<file path="config.mk">
export PLATFORM = sky130hd
export DESIGN_NAME = t1RxSigSerializer
export DESIGN_NICKNAME = d
export VERILOG_FILES = /design/src/rtl/t1SigPkg.sv /design/src/rtl/t1SigCtrl.sv /design/src/rtl/t1SigPath.sv /design/src/rtl/t1RxSigSerializer.sv
export SDC_FILE = /design/constraint.sdc
export NUM_CORES = 1
export LEC_CHECK = 0
export ABC_CLOCK_PERIOD_IN_PS = 3610
export BUFFER_PORTS_ARGS = -buffer_cell sky130_fd_sc_hd__buf_2
export CAP_MARGIN = 20
export CORE_AREA = 3 3 206 208
export CTS_CLUSTER_DIAMETER = 40
export DETAILED_ROUTE_END_ITERATION = 12
export DIE_AREA = 0 0 209 211
export PLACE_DENSITY = 0.45
export SYNTH_ARGS = -nofsm -noshare
export SYNTH_HDL_FRONTEND = slang
export SYNTH_SLANG_ARGS = --single-unit
</file>
<file path="constraint.sdc">
create_clock -name clk -period 3.61 [get_ports clk]
set_input_delay 0.1805 -clock clk [delete_from_list [all_inputs] [get_ports clk]]
set_output_delay 0.1805 -clock clk [all_outputs]
set_load 0.01 [all_outputs]
</file>
<file path="src/rtl/t1SigPkg.sv">
package t1SigPkg;
  localparam int CH_COUNT    = 24;
  localparam int BITS_PER_CH = 8;
  localparam int SIG_LETTERS = 4;
  localparam int SIG_GAP     = 6;
  localparam int ESF_FRAMES  = 24;
  localparam int D4_FRAMES   = 12;

  localparam int CH_W   = $clog2(CH_COUNT);
  localparam int BIT_W  = $clog2(BITS_PER_CH);
  localparam int FRM_W  = $clog2(ESF_FRAMES + 1);
  localparam int SLOT_W = $clog2(SIG_LETTERS);

  typedef logic [SIG_LETTERS-1:0] sigNibble_t;
  typedef sigNibble_t [CH_COUNT-1:0] sigSet_t;

  // Strobes from control to datapath
  typedef struct packed {
    logic              bitValid;  // an enabled bit cycle
    logic              isF;       // framing-bit position
    logic              dataBit;   // a channel bit with known position
    logic [CH_W-1:0]   chan;      // channel of the current bit
    logic [BIT_W-1:0]  bitIdx;    // 0 = first bit of slot
    logic              capEn;     // store rxData into the capture set
    logic [SLOT_W-1:0] capSlot;   // letter index A..D
    logic              xfer;      // capture set -> held set
  } sigStrobe_t;
endpackage

</file>
<file path="src/rtl/t1SigCtrl.sv">
module t1SigCtrl
  import t1SigPkg::*;
(
  input  logic       clk,
  input  logic       rstN,
  input  logic       bitEn,
  input  logic       frameSync,
  input  logic       mfStart,
  input  logic       esfMode,
  input  logic       freeze,
  output sigStrobe_t strb
);
  localparam logic [BIT_W-1:0] LAST_BIT  = BIT_W'(BITS_PER_CH - 1);
  localparam logic [CH_W-1:0]  LAST_CH   = CH_W'(CH_COUNT - 1);
  localparam logic [FRM_W-1:0] GAP_F     = FRM_W'(SIG_GAP);

  logic             locked, expectF, mfSeen;
  logic [CH_W-1:0]  chCnt;
  logic [BIT_W-1:0] bitCnt;
  logic [FRM_W-1:0] frameCnt;

  logic [FRM_W-1:0] lastFrame, nextFrame, quot;
  logic isF, dataBit, atLast, restart, sigFrame;

  always_comb begin
    lastFrame = esfMode ? FRM_W'(ESF_FRAMES) : FRM_W'(D4_FRAMES);
    isF       = bitEn && (frameSync || (locked && expectF));
    dataBit   = bitEn && locked && !isF;
    atLast    = frameCnt >= lastFrame;
    restart   = frameSync && mfStart;
    nextFrame = (restart || atLast) ? FRM_W'(1) : frameCnt + FRM_W'(1);
    quot      = frameCnt / GAP_F;
    sigFrame  = (frameCnt != '0) && ((frameCnt % GAP_F) == '0) && !(frameCnt > lastFrame);

    strb.bitValid = bitEn;
    strb.isF      = isF;
    strb.dataBit  = dataBit;
    strb.chan     = chCnt;
    strb.bitIdx   = bitCnt;
    strb.capEn    = dataBit && sigFrame && (bitCnt == LAST_BIT);
    strb.capSlot  = SLOT_W'(quot - FRM_W'(1));
    strb.xfer     = isF && mfSeen && atLast && !freeze;
  end

  always_ff @(posedge clk or negedge rstN) begin
    if (!rstN) begin
      locked   <= 1'b0;
      expectF  <= 1'b0;
      mfSeen   <= 1'b0;
      chCnt    <= '0;
      bitCnt   <= '0;
      frameCnt <= '0;
    end else if (isF) begin
      locked   <= 1'b1;
      expectF  <= 1'b0;
      chCnt    <= '0;
      bitCnt   <= '0;
      frameCnt <= nextFrame;
      if (restart) mfSeen <= 1'b1;
    end else if (dataBit) begin
      if (bitCnt == LAST_BIT) begin
        bitCnt <= '0;
        if (chCnt == LAST_CH) begin
          chCnt   <= '0;
          expectF <= 1'b1;
        end else begin
          chCnt <= chCnt + CH_W'(1);
        end
      end else begin
        bitCnt <= bitCnt + BIT_W'(1);
      end
    end
  end
endmodule

</file>
<file path="src/rtl/t1SigPath.sv">
module t1SigPath
  import t1SigPkg::*;
(
  input  logic       clk,
  input  logic       rstN,
  input  logic       rxData,
  input  logic       esfMode,
  input  sigStrobe_t strb,
  output logic       sigOut,
  output sigSet_t    heldSig
);
  localparam logic [BIT_W-1:0] NIB_START = BIT_W'(BITS_PER_CH - SIG_LETTERS);

  sigSet_t capReg, heldReg;
  logic [SLOT_W-1:0] nibIdx, pickSlot;
  logic nextBit;

  always_ff @(posedge clk or negedge rstN) begin
    if (!rstN) begin
      capReg  <= '0;
      heldReg <= '0;
    end else begin
      for (int c = 0; c < CH_COUNT; c++) begin
        if (strb.capEn && (strb.chan == CH_W'(c)))
          capReg[c][strb.capSlot] <= rxData;
      end
      if (strb.xfer) heldReg <= capReg;
    end
  end

  always_comb begin
    nibIdx   = SLOT_W'(strb.bitIdx - NIB_START);
    // D4 repeats A,B in the upper half of the nibble
    pickSlot = esfMode ? nibIdx : {{(SLOT_W-1){1'b0}}, nibIdx[0]};
    nextBit  = strb.dataBit && (strb.bitIdx >= NIB_START)
               ? heldReg[strb.chan][pickSlot] : 1'b0;
  end

  always_ff @(posedge clk or negedge rstN) begin
    if (!rstN)             sigOut <= 1'b0;
    else if (strb.bitValid) sigOut <= nextBit;
  end

  assign heldSig = heldReg;
endmodule

</file>
<file path="src/rtl/t1RxSigSerializer.sv">
module t1RxSigSerializer
  import t1SigPkg::*;
(
  input  logic clk,
  input  logic rstN,
  input  logic bitEn,
  input  logic frameSync,
  input  logic mfStart,
  input  logic rxData,
  input  logic esfMode,
  input  logic freeze,
  output logic sigOut
);
  sigStrobe_t strb;
  sigSet_t    heldSig;

  t1SigCtrl u_ctrl (
    .clk(clk), .rstN(rstN), .bitEn(bitEn), .frameSync(frameSync),
    .mfStart(mfStart), .esfMode(esfMode), .freeze(freeze), .strb(strb)
  );

  t1SigPath u_path (
    .clk(clk), .rstN(rstN), .rxData(rxData), .esfMode(esfMode),
    .strb(strb), .sigOut(sigOut), .heldSig(heldSig)
  );
endmodule

</file>
=== Word-level counts from Yosys, hierarchy flattened ===
Cells that the tools add are included.

* Input bits: 8
* RAM bits: 0
* Flip-flop bits (word level): 209
* Memories kept: 0
* Logic and storage cells: 190
* ROM bits: 0
* Bits in latches: 0

* Magnitude comparators: 7
* Multipliers: 0
* $add $sub $neg: 5
* Bitwise operators: 0
* Reduce and logical (&&, ||, !) cells: 52
* Divide/modulo/power cells: 2
* Multiplexer cells: 45
* Shift operators: 0
* Eq/ne operators: 24

{| class="wikitable"
|+ Operators with widths
! operator !! count
|-
| 4-bit bitwise mux || 24
|-
| 5-bit by 4-bit == test with 1-bit output (second input constant) || 8
|-
| 5-bit == test (second input constant) || 8
|-
| 1-bit logical AND || 38
|-
| 5-bit two-way mux || 6
|-
| 4-bit binary-select mux with 5-bit select || 1
|-
| 5-bit by 3-bit == test with 1-bit output (second input constant) || 4
|-
| 5-bit by 1-bit adder with 5-bit output (second input constant) || 2
|-
| 5-bit by 2-bit == test with 1-bit output (second input constant) || 2
|-
| 5-bit logical NOT || 2
|-
| 3-bit two-way mux || 3
|-
| 1-bit two-way mux || 7
|-
| 2-bit by 3-bit less-than comparator with 1-bit output (second input constant) || 2
|-
| 5-bit by 6-bit less-than comparator with 1-bit output (second input constant) || 1
|-
| 2-bit nonzero test || 3
|-
| 5-bit by 3-bit divider with 5-bit output (second input constant) || 1
|-
| 5-bit by 1-bit == test with 1-bit output (second input constant) || 1
|-
| 5-bit greater-or-equal comparator || 1
|-
| 5-bit > comparator || 1
|-
| 5-bit by 3-bit modulo with 5-bit output (second input constant) || 1
|-
| 5-bit nonzero test || 1
|-
| 4-bit two-way mux || 1
|-
| 2-bit AND reduction || 2
|-
| 2-bit by 1-bit subtractor with 2-bit output (second input constant) || 2
|-
| other kinds (10) || 13
|}

=== Longest topological paths before layout ===
* Depth in word-level cells: 8
* Depth in mapped cells: 16
* Depth with buffers taken out: 13

=== Modules after synthesis ===
From an unflattened synthesis, not the netlist that was laid out.

* Cells, all modules: 795
* Area total of the unflattened synthesis: 9953.3 µm²

{| class="wikitable"
|+ By module, submodules not included
! module !! cells each !! area each (µm²) !! times used !! sequential area each (µm²)
|-
| t1SigPath || 647 || 8663.3 || 1 || 4829.6
|-
| t1SigCtrl || 148 || 1290.0 || 1 || 400.4
|}

=== Least setup slack after synthesis ===
OpenSTA, ideal clock, no wires.

* Kind: flip-flop to flip-flop
* Start point: register u_ctrl.frameCnt[4]
* End point: register u_path.capReg[17] (netlist name)
* Clock period less this slack: 3194 ps
* Arrival time: 3066 ps
* Buffers on the path: 1
* Cell stages (with the launch flop): 15
* Path slack: 416 ps
* Cell sequence: dfrtp_1 > and3b_1 > inv_2 > ha_1 > inv_1 > a211oi_1 > a21oi_1 > inv_1 > ha_1 > a211o_1 > a2111oi_4 > nand4b_2 > buf_2 > nor3_1 > mux2_1

* Longest elaborated chain between the ends: 7

{| class="wikitable"
|+ RTL lines
! element !! line !! RTL
|-
| start: declaration || t1SigCtrl.sv:20 || <nowiki>logic [FRM_W-1:0] frameCnt;</nowiki>
|-
| start signal: assignment || t1SigCtrl.sv:58 || <nowiki>frameCnt <= nextFrame;</nowiki>
|-
| 5-bit by 3-bit divider with 5-bit output or 5-bit by 3-bit modulo with 5-bit output (tied branches) || t1SigCtrl.sv:32, t1SigCtrl.sv:33 ||
|-
| 2-bit by 1-bit subtractor with 2-bit output or 5-bit logical NOT (tied branches) || t1SigCtrl.sv:41, t1SigCtrl.sv:33 ||
|-
| 2-bit by 3-bit less-than comparator with 1-bit output (implied by the code), or another cell as far along || t1SigPath.sv:25 || <nowiki>capReg[c][strb.capSlot] <= rxData;</nowiki>
|-
| 1-bit logical AND, on equally long branches || t1SigPath.sv:25, t1SigCtrl.sv:33 ||
|-
| 1-bit two-way mux (implied by the code) or 1-bit logical AND (tied branches) || t1SigPath.sv:25, t1SigCtrl.sv:40 ||
|-
| 1-bit demux with 2-bit select or 1-bit logical AND (tied branches) || n/a ||
|-
| 4-bit bitwise mux or 1-bit logical AND (tied branches) || t1SigPath.sv:25, t1SigPath.sv:24 ||
|-
| end signal: indexed assignment || t1SigPath.sv:25 ||
|-
| end: declaration || t1SigPath.sv:14 || <nowiki>sigSet_t capReg, heldReg;</nowiki>
|}

Parallel ways exist; a longest one is shown, timed or not.
A chain may end at the register's enable or synchronous reset.

=== Worst setup path in the final report ===
* Start point: register u_ctrl.frameCnt[4]
* End point: register u_path.capReg[87] (netlist name)

The elaborated chain is that of the path after synthesis.

==> key figures <==
Critical path
  – Crit path max fanout: 7
  – CP Capture Type: register
  – WP data required: 4.04 ns
  – Data arrival, critical path: 3.80 ns
  – Kind of critical path: register to register
  – Type of origin of the critical path: register

Floorplan
  – Io pins: 9
  – Die height: 211 um
  – Starting Density: 24.81%
  – Die extent in x: 209 um
  – Cell Rows: 74
  – Die area: 0.04410 mm2
  – Core Region: 0.04074 mm2

Power and ir drop
  – Max VDD drop: 335.7 uV
  – PwrDens: 548.6 mW/mm2
  – Internal power: 4.779 mW
  – Clock Power Share: 48.1%
  – Switch Pwr: 1.813 mW
  – Combinational power share: 15.1%
  – Sequential share of power: 36.9%
  – Sw Ratio: 27.50%
  – P_leak: 5.545 nW

Synthesis
  – Cell count after synthesis: 798
  – Seq/Total Area, Yosys: 51.74%
  – Area of the mapped netlist: 0.01011 mm2
  – Syn_nets: 820
  – FF+latch count, synth: 209
  – Number of distinct library cells after synthesis: 62
  – Main synth FF type: dfrtp_1
  – EDFF count, synth: 0
  – Synth warn: 0
  – Synth Area per Inst: 12.67 um2
  – Synth async-reset ratio: 100.0%

Routing
  – Final wirelength: 25.44 mm
  – Met1 wire length: 12.63 mm
  – Via/cell ratio: 4.625
  – Routed Antenna Nets: 0
  – Initial DRC Count: 306
  – Vias: 6,369
  – DR top layer: met4
  – DR WL met3: 984 um
  – Wire length per cell: 18.47 um
  – WL met2: 11.29 mm
  – Total iterations of the first detailed-routing run: 4
  – Remaining DRCs: 0

Cells and area
  – Most frequent cells in the layout: dfrtp_1, mux2_2, nand2_1, mux2_1, nor2_1
  – Diode count: 0
  – Commonest non-fill, non-tap cell in the layout: dfrtp_1
  – Area growth syn-to-layout: 18.86%
  – Final net count: 845
  – Share of cells above drive strength 1: 31.83%

Clock tree
  – CTS sink cnt: 209
  – CTS max path bufs: 3
  – H-tree level count: 1
  – TritonCTS clock tree: yes
  – Clock Latency Late Sink: 0.57 ns
  – Num CTS Buffers: 31
  – Root Buffer: clkbuf_16
  – CTS clk-pin slew, worst paths: 0.05 ns

Global routing
  – GRT overflow: 0
  – First-pass GRT wire length: 41.28 mm
  – Initial antenna violation count: 0
  – GRT Overall Usage: 11.77%
  – Number of global-route vias before repair: 6,894
  – Largest net degree at the start of global routing: 116

STA
  – Final TNS setup: 0 ns
  – Final worst path period share: 93.13%
  – Final setup margin: 0.2479 ns
  – Slew @ Worst Pin: 1.019 ns
  – Slew margin rel.: 32.03%
  – Final setup vio count: 0
  – Fin. Hold Viols: 0
  – RSZ-0062 raised after global routing: no
  – Pins Over Slew Limit: 0
  – Min cycle time layout: 3.362 ns
  – Fmax: 0.2974 GHz
  – Clk_skew: 0.02290 ns

Hold path
  – Worst hold path type: primary input to register

Placement
  – DP HPWL: 16.19 mm
  – Final GP Congestion: 0.7464
  – I/O Buffers: 8
  – Pre-CTS setup slack: 0.2499 ns

Run
  – Max cap viols: 0

Run status
  – Status: complete, no violations
registers in the layout (all words and copies together) (netlist names):
register         flops
u_path.sigOut        1
u_path.heldSig      96
u_ctrl.bitCnt        3
u_ctrl.locked        1
u_path.capReg       96
u_ctrl.mfSeen        1
u_ctrl.expectF       1
u_ctrl.chCnt         5
u_ctrl.frameCnt      5
per-layer routing:
| layer | vias up | global-route usage, % |
|---|---|---|
| li1 | 2934 | - |
| met1 | 3320 | 16.99 |
| met2 | 74 | 18.33 |
| met3 | 41 | 2.376 |
| met4 | 0 | 2.656 |
| met5 | - | 0 |
critical path, stage by stage, from the launching register on:
cell and delay, ns:
dfrtp_1 0.43, and3b_1 0.29, inv_2 0.05, ha_1 0.19, inv_1 0.12, a211oi_1 0.07, a21oi_1 0.20, inv_1 0.07
ha_1 0.20, a211o_1 0.29, a2111oi_4 0.31, and4_1 0.38, buf_4 0.20, nand4_1 0.12, mux2_1 0.33
per-stage QoR:
step | instances | util [%] | area, um2 | hold slack, ns | total power [mW]
4_1_cts | 1377 | 29.48 | 12010 | 0.06433 | 6.698
3_5_place_dp | 1317 | 26.67 | 10860 | 0.3666 | 3.467
2_1_floorplan | 798 | - | 10110 | -0.1151 | 3.096
6_report | 1377 | 29.49 | 12020 | 0.08741 | 6.592
3_3_place_gp | 1317 | 26.67 | 10860 | 0.3680 | 3.477
5_1_grt | 1377 | 29.49 | 12020 | 0.07842 | 6.898
cell families (layout without fill, tap and decap cells):
group | after synthesis | count (layout) | synth area share, %
AOI/OAI and AO/OA | 71 | 71 | 4.964
xor gates and xnor gates | 2 | 2 | 0.1733
adders and majority gates | 14 | 14 | 1.733
buffers and inverters | 69 | 116 | 3.565
DFF | 209 | 209 | 51.74
muxes | 226 | 226 | 27.31
and+or+nand+nor | 207 | 207 | 10.52
final timing paths:
check                                endpoint  slack (ns)          startpoint  depth (start not counted)
hold / removal             u_path.heldSig[71]        0.09              freeze                          3
setup / recovery            u_path.capReg[87]        0.25  u_ctrl.frameCnt[4]                         14
setup reg to reg            u_path.capReg[87]        0.25  u_ctrl.frameCnt[4]                         14
hold reg to reg             u_path.capReg[33]        0.48   u_path.capReg[33]                          1
min in group asynchronous   u_path.heldSig[3]        0.32                rstN                          2
max in group asynchronous    u_path.capReg[9]        2.31                rstN                          3
cell type report:
class | instances | area, um2
Fill cell | 4176 | 28720
Clock buffer | 41 | 883.3
Tap cell | 532 | 665.6
Sequential cell | 209 | 5231
Clock inverter | 14 | 211.5
Multi-Input combinational cell | 520 | 4548
Timing Repair Buffer | 45 | 415.4
Inverter | 16 | 60.06
power groups by stage:
stage          clock (mW)  sequential [mW]  combinational [mW]
2_1_floorplan           0             2.45               0.644
3_3_place_gp            0             2.47                1.01
3_5_place_dp            0             2.47               0.999
4_1_cts              3.26             2.43                1.01
5_1_grt              3.37             2.43                1.09
6_report             3.17             2.43               0.995
timing repair:
| item | in CTS | in global routing |
|---|---|---|
| buffers inserted | 0 | 0 |
| hold endpoints to repair | 117 | 0 |
| hold buffers | 5 | 0 |
| setup endpoints to repair | 0 | 1 |
| resized for setup | 0 | 1 |
cell usage after synthesis, drive strengths merged, types with 8 or more instances:
| cell type | n | area (um2) |
|---|---|---|
| dfrtp | 209 | 5230 |
| mux2 | 192 | 2207 |
| nand2 | 64 | 240.2 |
| nor2 | 34 | 127.6 |
| nand3 | 33 | 170.2 |
| buf | 31 | 217.7 |
| clkbuf | 22 | 82.58 |
| mux2i | 17 | 170.2 |
| mux4 | 17 | 382.9 |
| nor3 | 17 | 115.1 |
| a21oi | 15 | 78.83 |
| inv | 15 | 56.30 |
| ha | 14 | 175.2 |
| nand2b | 14 | 87.58 |
| o21ai | 13 | 65.06 |
| nor2b | 8 | 50.05 |
| o22ai | 8 | 50.05 |
Note: power is estimated with default switching activity, not from simulation.
